$ cat config.mk
export PLATFORM = sky130hd
export DESIGN_NAME = dual_sat_mac
export DESIGN_NICKNAME = d
export VERILOG_FILES = /design/src/rtl/dmac_pkg.sv /design/src/rtl/sat_frac_mul.sv /design/src/rtl/sat_clamp.sv /design/src/rtl/dual_sat_mac.sv
export SDC_FILE = /design/constraint.sdc
export NUM_CORES = 2
export LEC_CHECK = 0
export BUFFER_PORTS_ARGS = -buffer_cell sky130_fd_sc_hd__buf_2
export CELL_PAD_IN_SITES_DETAIL_PLACEMENT = 1
export CELL_PAD_IN_SITES_GLOBAL_PLACEMENT = 2
export CORE_MARGIN = 1
export CORE_UTILIZATION = 40
export CTS_CLUSTER_SIZE = 8
export DETAILED_ROUTE_END_ITERATION = 6
export HOLD_SLACK_MARGIN = 0.1
export PLACE_DENSITY = 0.79
export SYNTH_ARGS = -nofsm -noshare
export SYNTH_HDL_FRONTEND = slang
export SYNTH_SLANG_ARGS = --single-unit
$ cat constraint.sdc
create_clock -name clk_i -period 16.4 [get_ports clk_i]
set_input_delay 0.82 -clock clk_i [delete_from_list [all_inputs] [get_ports clk_i]]
set_output_delay 0.82 -clock clk_i [all_outputs]
set_load 0.1 [all_outputs]
$ cat src/rtl/dmac_pkg.sv
package dmac_pkg;
  typedef enum logic {
    MODE_CHAIN = 1'b0,
    MODE_SPLIT = 1'b1
  } mac_mode_e;

  localparam int unsigned GUARD_BITS = 2;
endpackage

$ cat src/rtl/sat_frac_mul.sv
module sat_frac_mul #(
  parameter int unsigned DW = 16
) (
  input  logic signed [DW-1:0] a_i,
  input  logic signed [DW-1:0] b_i,
  output logic signed [DW-1:0] p_o,
  output logic                 sat_o
);
  localparam int unsigned PW = 2 * DW;
  localparam logic signed [DW-1:0] MINV = {1'b1, {(DW-1){1'b0}}};
  localparam logic signed [DW-1:0] MAXV = {1'b0, {(DW-1){1'b1}}};

  logic signed [PW-1:0] full;
  logic                 unused_bits;

  assign full        = a_i * b_i;
  assign unused_bits = ^{full[PW-1], full[DW-2:0]};
  // only MIN*MIN leaves the fractional range
  assign sat_o       = (a_i == MINV) && (b_i == MINV);
  assign p_o         = sat_o ? MAXV : full[PW-2:DW-1];
endmodule

$ cat src/rtl/sat_clamp.sv
module sat_clamp #(
  parameter int unsigned DW = 16,
  parameter int unsigned IW = 18
) (
  input  logic signed [IW-1:0] v_i,
  output logic signed [DW-1:0] v_o,
  output logic                 sat_o
);
  localparam logic signed [DW-1:0] MINV = {1'b1, {(DW-1){1'b0}}};
  localparam logic signed [DW-1:0] MAXV = {1'b0, {(DW-1){1'b1}}};

  logic [IW-DW:0] top;

  assign top   = v_i[IW-1:DW-1];
  assign sat_o = !((&top) || !(|top));
  assign v_o   = !sat_o ? v_i[DW-1:0] : (v_i[IW-1] ? MINV : MAXV);
endmodule

$ cat src/rtl/dual_sat_mac.sv
module dual_sat_mac
  import dmac_pkg::*;
#(
  parameter int unsigned DW = 16
) (
  input  logic          clk_i,
  input  logic          rst_ni,
  input  logic          en_i,
  input  logic          mode_i,
  input  logic [DW-1:0] x1_i,
  input  logic [DW-1:0] y1_i,
  input  logic [DW-1:0] x2_i,
  input  logic [DW-1:0] y2_i,
  output logic [DW-1:0] acc1_o,
  output logic [DW-1:0] acc2_o,
  output logic          sat_o
);
  localparam int unsigned SW = DW + GUARD_BITS;
  localparam int unsigned NMUL = 2;
  localparam int unsigned NCLP = 4;
  localparam logic signed [DW-1:0] MINV = {1'b1, {(DW-1){1'b0}}};
  localparam logic signed [DW-1:0] MAXV = {1'b0, {(DW-1){1'b1}}};

  mac_mode_e mode;
  logic signed [DW-1:0] xa [NMUL];
  logic signed [DW-1:0] ya [NMUL];
  logic signed [DW-1:0] pa [NMUL];
  logic                 msat [NMUL];
  logic signed [SW-1:0] cin [NCLP];
  logic signed [DW-1:0] cout [NCLP];
  logic                 csat [NCLP];

  logic signed [DW-1:0] acc1_q, acc2_q;
  logic signed [SW-1:0] a1_w, a2_w, p1_w, p2_w, s1_w, v_w;
  logic signed [DW-1:0] acc1_d, acc2_d;
  logic                 sat_d;

  assign mode  = mac_mode_e'(mode_i);
  assign xa[0] = x1_i;
  assign ya[0] = y1_i;
  assign xa[1] = x2_i;
  assign ya[1] = y2_i;

  for (genvar g = 0; g < NMUL; g++) begin : g_mul
    sat_frac_mul #(.DW(DW)) u_mul (
      .a_i(xa[g]), .b_i(ya[g]), .p_o(pa[g]), .sat_o(msat[g])
    );
  end

  assign a1_w = {{GUARD_BITS{acc1_q[DW-1]}}, acc1_q};
  assign a2_w = {{GUARD_BITS{acc2_q[DW-1]}}, acc2_q};
  assign p1_w = {{GUARD_BITS{pa[0][DW-1]}}, pa[0]};
  assign p2_w = {{GUARD_BITS{pa[1][DW-1]}}, pa[1]};
  assign s1_w = a1_w + p1_w;
  // bound the first sum would clamp to, taken from its true sign
  assign v_w  = s1_w[SW-1] ? {{GUARD_BITS{1'b1}}, MINV} : {{GUARD_BITS{1'b0}}, MAXV};

  // 0: A+P1  1: A+P1+P2  2: V+P2  3: A2+P2
  assign cin[0] = s1_w;
  assign cin[1] = s1_w + p2_w;
  assign cin[2] = v_w + p2_w;
  assign cin[3] = a2_w + p2_w;

  for (genvar g = 0; g < NCLP; g++) begin : g_clp
    sat_clamp #(.DW(DW), .IW(SW)) u_clp (
      .v_i(cin[g]), .v_o(cout[g]), .sat_o(csat[g])
    );
  end

  always_comb begin
    acc1_d = acc1_q;
    acc2_d = acc2_q;
    sat_d  = 1'b0;
    if (en_i) begin
      if (mode == MODE_SPLIT) begin
        acc1_d = cout[0];
        acc2_d = cout[3];
        sat_d  = msat[0] | msat[1] | csat[0] | csat[3];
      end else begin
        acc1_d = csat[0] ? cout[2] : cout[1];
        sat_d  = msat[0] | msat[1] | csat[0] | (csat[0] ? csat[2] : csat[1]);
      end
    end
  end

  always_ff @(posedge clk_i or negedge rst_ni) begin
    if (!rst_ni) begin
      acc1_q <= '0;
      acc2_q <= '0;
      sat_o  <= 1'b0;
    end else begin
      acc1_q <= acc1_d;
      acc2_q <= acc2_d;
      sat_o  <= sat_d;
    end
  end

  assign acc1_o = acc1_q;
  assign acc2_o = acc2_q;
endmodule

# After elaboration in Yosys (flattened, before gate mapping)
# Cells that the tools add are included.
# op_classes
eq_ne	4
addsub	4
mul	2
muxes	16
n_reduce_logical	23
bitwise_logic	4
# op_table
operator	count
16-bit two-way mux	12
16-bit == test (second input constant)	4
16-bit by 16-bit multiplier with 31-bit output	2
16-bit by 16-bit adder with 17-bit output	2
17-bit by 16-bit adder with 18-bit output	1
18-bit by 16-bit adder with 18-bit output	1
18-bit two-way mux	1
3-bit AND reduction	4
3-bit OR reduction	4
1-bit zero test	8
1-bit logical OR	4
1-bit bitwise OR	4
1-bit two-way mux	3
1-bit logical AND	2
2-bit AND reduction	1
# totals
in_bits	68
regBits	33
word_cells	56

# Longest topological paths before layout
# logic_depth
ltp_word	14
mapped_depth	45
ltp_nobuf	42

# Cells and area by module
# From an unflattened synthesis, not the netlist that was laid out.
# hier_totals
hier_cells	2907
area_unflattened_um2	25294.3
# modules_own_cells
module	seq_area_each_um2	instances	area_per_inst_um2	cells_each
sat_frac_mul (g_mul[0].u_mul)	0.0	1	9669.3	1095
sat_frac_mul (g_mul[1].u_mul)	0.0	1	9599.2	1079
dual_sat_mac	825.8	1	4264.1	505
sat_clamp	0.0	4	440.4	57

# Worst setup path after synthesis
# Ideal clock, no wire load.
# synth_timing
kind	input port to flip-flop
from	input port y1_i[7]
to	register acc1_q[2], in the netlist acc1_o[2]
arrival_time_ns	10.618
cell_stages	44
slack_ns	5.699
required_ns	16.317
setup_time_ns	0.083
cell_sequence	clkbuf_1 > clkbuf_1 > nand2_1 > fa_1 > inv_1 > fa_1 > inv_1 > fa_1 > inv_1 > fa_1 > fa_1 > inv_1 > fa_1 > inv_1 > ha_1 > a21oi_1 > nand2_1 > nor4_1 > (+8 left out) > nor2b_1 > a2111oi_1 > o21ai_1 > o22ai_1 > inv_1 > ha_1 > inv_1 > fa_1 > nor2b_1 > o31ai_1 > a211oi_1 > o311ai_0 > o21ai_0 > xor2_1 > buf_2 > nor3b_1 > o21ai_0 > o22ai_1
# synth_via
elab_chain_len	12
word_cells_on_any_way	28
# synth_rtl
item	line	source
start, declared	dual_sat_mac.sv:11	input logic [DW-1:0] y1_i,
branches (longest 2 deep; another with 16-bit by 16-bit multiplier with 31-bit output)	n/a	
16-bit two-way mux *	sat_frac_mul.sv:20	assign p_o = sat_o ? MAXV : full[PW-2:DW-1];
16-bit by 16-bit adder with 17-bit output *	dual_sat_mac.sv:54	assign s1_w = a1_w + p1_w;
18-bit two-way mux	dual_sat_mac.sv:56	assign v_w = s1_w[SW-1] ? {{GUARD_BITS{1'b1}}, MINV} : {{GUARD_BITS{1'b0}}, MAXV};
18-bit by 16-bit adder with 18-bit output	dual_sat_mac.sv:61	assign cin[2] = v_w + p2_w;
3-bit OR reduction	sat_clamp.sv:15	assign sat_o = !((&top) || !(|top));
1-bit zero test	sat_clamp.sv:15	
1-bit logical OR	sat_clamp.sv:15	
16-bit two-way mux	sat_clamp.sv:16	assign v_o = !sat_o ? v_i[DW-1:0] : (v_i[IW-1] ? MINV : MAXV);
16-bit two-way mux	dual_sat_mac.sv:80	acc1_d = csat[0] ? cout[2] : cout[1];
16-bit two-way mux *	dual_sat_mac.sv:75	if (mode == MODE_SPLIT) begin
end signal, assigned	dual_sat_mac.sv:88	acc1_q <= '0;
end signal, assigned	dual_sat_mac.sv:92	acc1_q <= acc1_d;
end, declared	dual_sat_mac.sv:33	logic signed [DW-1:0] acc1_q, acc2_q;
# Mark *: on every way between the ends.
# A chain may end at the register's enable or synchronous reset.

# Worst setup path in the final report
# layout_timing
from	input port x1_i[10]
to	register acc1_q[1], in the netlist acc1_o[1]
# layout_via
elab_chain_len	12
word_cells_on_any_way	28
# layout_rtl
item	line	source
start, declared	dual_sat_mac.sv:10	input logic [DW-1:0] x1_i,
branches (longest 2 deep; another with 16-bit by 16-bit multiplier with 31-bit output)	n/a	
16-bit two-way mux *	sat_frac_mul.sv:20	
16-bit by 16-bit adder with 17-bit output *	dual_sat_mac.sv:54	
18-bit two-way mux	dual_sat_mac.sv:56	
18-bit by 16-bit adder with 18-bit output	dual_sat_mac.sv:61	
3-bit OR reduction	sat_clamp.sv:15	
1-bit zero test	sat_clamp.sv:15	
1-bit logical OR	sat_clamp.sv:15	
16-bit two-way mux	sat_clamp.sv:16	
16-bit two-way mux	dual_sat_mac.sv:80	
16-bit two-way mux *	dual_sat_mac.sv:75	
# Marks and branches as above.

==> impl_metrics.env <==
export IMPL_fin_nets=3508
export IMPL_cts_resized=0
export IMPL_rsz0062_at_grt="false"
export IMPL_antenna_cells=0
export IMPL_cts_root_buf="clkbuf_16"
export IMPL_crit_buf_inv=6
export IMPL_finalNonFillerCells=3473
export IMPL_critical_path_arrival_ns=12.66
export IMPL_outcome="completed"
export IMPL_yosysWarnings=0
export IMPL_start_util_pct=40.7
export IMPL_critPathMaxFanout=17
export IMPL_cp_start_kind="input port"
export IMPL_tightest_slew_ns=1.22
export IMPL_synth_cell_type_count=81
export IMPL_first_global_vias=20849
export IMPL_criticalPathCategory="in2reg"
export IMPL_antenna_found_initial=0
export IMPL_utilization_pct=42.7
export IMPL_drt_initial_drc_count=689
export IMPL_detail_route_wirelength_met1_um=30300
export IMPL_grt_ovfl_total=0
export IMPL_ys_seq_area_share_pct=3.50
export IMPL_clock_latency_ns=0.29
export IMPL_holdBufCountCts=0
export IMPL_maxCapViolCount=0
export IMPL_drt_drc_violations_left=0
export IMPL_syn_inst=2704
export IMPL_track_usage_pct=24.0
export IMPL_synthesis_nets=3504
export IMPL_cp_slowest_cell="xor2_1"
export IMPL_dp_hpwl_um=57800
export IMPL_hp_class="reg2reg"
export IMPL_top_layer_used="met4"
export IMPL_core_sq_mm=0.0580
export IMPL_wl_per_cell_um=19.8
export IMPL_place_inst=3466
export IMPL_netlist_area_sq_mm=0.0236
export IMPL_fmax_ghz=0.0801
export IMPL_fp_dieH_um=245
export IMPL_wl_met2_um=35000
export IMPL_die_x_um=245
export IMPL_area_delta_synth_final_pct=4.92
export IMPL_viasPerCell=5.29
export IMPL_synth_edf_count=0
export IMPL_yosys_register_bits=33
export IMPL_slowest_delay_ns=0.97
export IMPL_postSynthAreaPerCell_sq_um=8.73
export IMPL_io_buffers=100
export IMPL_cts_buffers=5
export IMPL_min_period_ns=12.49
export IMPL_ant_nets=0
export IMPL_first_pass_iters=5
export IMPL_synthFlopType="dfrtp_1"
export IMPL_hold_viol_final=0
export IMPL_grt_max_degree=34
export IMPL_register_area_sq_um=826
export IMPL_cts_htree_levels=2
export IMPL_whs_ns=0.520
export IMPL_crit_required_ns=16.58
export IMPL_setup_viol=0
export IMPL_timing_final_crit_share_pct=76.2
export IMPL_gp_congestion=0.840
export IMPL_fp_row_count=88
export IMPL_wl_met3_um=1930
export IMPL_path_delay_family="adder cells"
export IMPL_fillers=6901
export IMPL_io_pins=101
export IMPL_async_reset_ff_share_pct=100
export IMPL_clock_sinks=33
export IMPL_drive_gt1_share_pct=5.39
export IMPL_die_area_sq_mm=0.0600
export IMPL_cpMostUsedCell="fa_1"
export IMPL_endpoint_kind="flip-flop"
export IMPL_tns_ns=0
export IMPL_finClkSkew_ns=0.00731
export IMPL_relSlewSlack_pct=18.6
export IMPL_multiInputGateArea_sq_mm=0.0201
export IMPL_clock_path_buffers=2
export IMPL_vias=18381
export IMPL_grt_first_pass_wirelength_um=114000
export IMPL_cts_tree="built"
export IMPL_clk_pin_slew_ns=0.05
export IMPL_drv_slew=0
export IMPL_wirelength_um=68900
export IMPL_cts_setup_buffers=0
-- cell usage after synthesis (9+ instances only) --
cell        n  area, sq um
a211oi_1   13         97.6
a21o_1     21          158
a21oi_1    86          430
a31oi_1    17          106
and2_1    218         1360
clkbuf_1   94          353
dfrtp_1    33          826
fa_1      514        10300
ha_1      218         2730
inv_1     584         2190
nand2_1   343         1290
nand2b_1   38          238
nand3_1    16         80.1
nand4_1    14         87.6
nor2_1     92          345
nor2b_1    13         81.3
nor3_1     24          120
nor4_1     22          138
o211ai_1   15          113
o21a_1     18          135
o21ai_0    76          380
o21bai_1   13         97.6
o22ai_1     9         56.3
or2_2      10         62.6
xnor2_1    73          639
xor2_1     23          201
-- worst paths after layout --
path	start	endpoint	slack, ns	cells after the start
min in group asynchronous	rst_ni	acc2_o[11]$_DFFE_PN0P_	0.64	1
max in group asynchronous	rst_ni	acc1_o[5]$_DFFE_PN0P_	15.22	1
min	acc2_o[0]$_DFFE_PN0P_	acc2_o[0]$_DFFE_PN0P_	0.52	2
max reg2reg	acc1_o[0]$_DFFE_PN0P_	acc1_o[1]$_DFFE_PN0P_	9.52	20
max	x1_i[10]	acc1_o[1]$_DFFE_PN0P_	3.91	40
min reg2reg	acc2_o[0]$_DFFE_PN0P_	acc2_o[0]$_DFFE_PN0P_	0.52	2
-- metal layers --
metal | up-vias | GRT usage [%]
met4 | 0 | 5.68
met1 | 9690 | 32.5
li1 | 8298 | -
met5 | - | 0
met2 | 315 | 42.1
met3 | 78 | 1.33
-- worst register-to-register path: stages (launching register included) --
cell       delay, ns
dfrtp_1         0.41
ha_1            0.26
fa_1            0.46
a211oi_1        0.27
o21a_1          0.19
a22oi_1         0.14
a2111oi_1       0.47
o21ai_1         0.14
o22ai_1         0.37
inv_1           0.40
ha_1            0.36
inv_1           0.09
fa_1            0.19
nor2b_1         0.07
o31ai_1         0.45
a211oi_1        0.22
o311ai_0        0.56
o21ai_0         0.19
xor2_1          0.97
a21oi_1         0.22
o311ai_1        0.33
-- registers in the layout, summed over array words and instances, names as in the netlist --
register,flops
acc1_o,16
acc2_o,16
sat_o,1
-- cells in the final DEF (no fill, tap or decap), types with 4 or more instances in the layout --
| master | netlist | final |
|---|---|---|
| nand3_1 | 16 | 16 |
| nand2_1 | 343 | 343 |
| nor2_1 | 92 | 92 |
| nor3_1 | 24 | 24 |
| and4_1 | 5 | 5 |
| a31oi_1 | 17 | 17 |
| a21oi_1 | 86 | 86 |
| buf_2 | 2 | 100 |
| nor4_1 | 22 | 22 |
| mux2_2 | 5 | 5 |
| o21bai_1 | 13 | 13 |
| o31ai_1 | 5 | 5 |
| a211oi_1 | 13 | 13 |
| xnor2_1 | 73 | 73 |
| o211ai_1 | 15 | 15 |
| and2_1 | 218 | 218 |
| or3_1 | 5 | 5 |
| dfrtp_1 | 33 | 33 |
| a211o_1 | 4 | 4 |
| a21o_1 | 21 | 21 |
| o21a_1 | 18 | 18 |
| ha_1 | 218 | 218 |
| inv_1 | 584 | 584 |
| xor2_1 | 23 | 23 |
| fa_1 | 514 | 514 |
| and3_1 | 7 | 7 |
| nand2b_1 | 38 | 38 |
| nand4_1 | 14 | 14 |
| o21ai_0 | 76 | 76 |
| nor2b_1 | 13 | 13 |
| or2_2 | 10 | 10 |
| clkbuf_16 | 0 | 5 |
| o22ai_1 | 9 | 9 |
-- area by class of cell --
cell class / instances / share of cell area (%)
Clock buffer: 7 / 0.576
Sequential cell: 33 / 3.33
Tap cell: 765 / 3.86
Timing Repair Buffer: 102 / 2.08
Multi-Input combinational cell: 1982 / 81.3
Inverter: 584 / 8.85
-- logic make-up after synthesis --
family	count (synthesis)	share of synthesized area, %
flip-flops	33	3.50
buffers and inverters	689	11.2
AO/OA/AOI/OAI	323	9.06
XOR/XNOR	96	3.56
AND/OR/NAND/NOR	826	17.3
adder cells (fa/ha/maj)	732	55.1
multiplexers	5	0.238
-- through the flow --
step / worst slack [ns] / cell area [sq um]
final: 3.91 / 24800
after global routing: 3.05 / 24800
after CTS: 3.93 / 24800
after detailed placement: 3.72 / 24600
after global placement: 4.01 / 24600
after floorplan: 5.70 / 23600
Power is left out: the tool's default activity adds up to more than one toggle a clock period on the data nets, which glitch-free logic cannot reach.
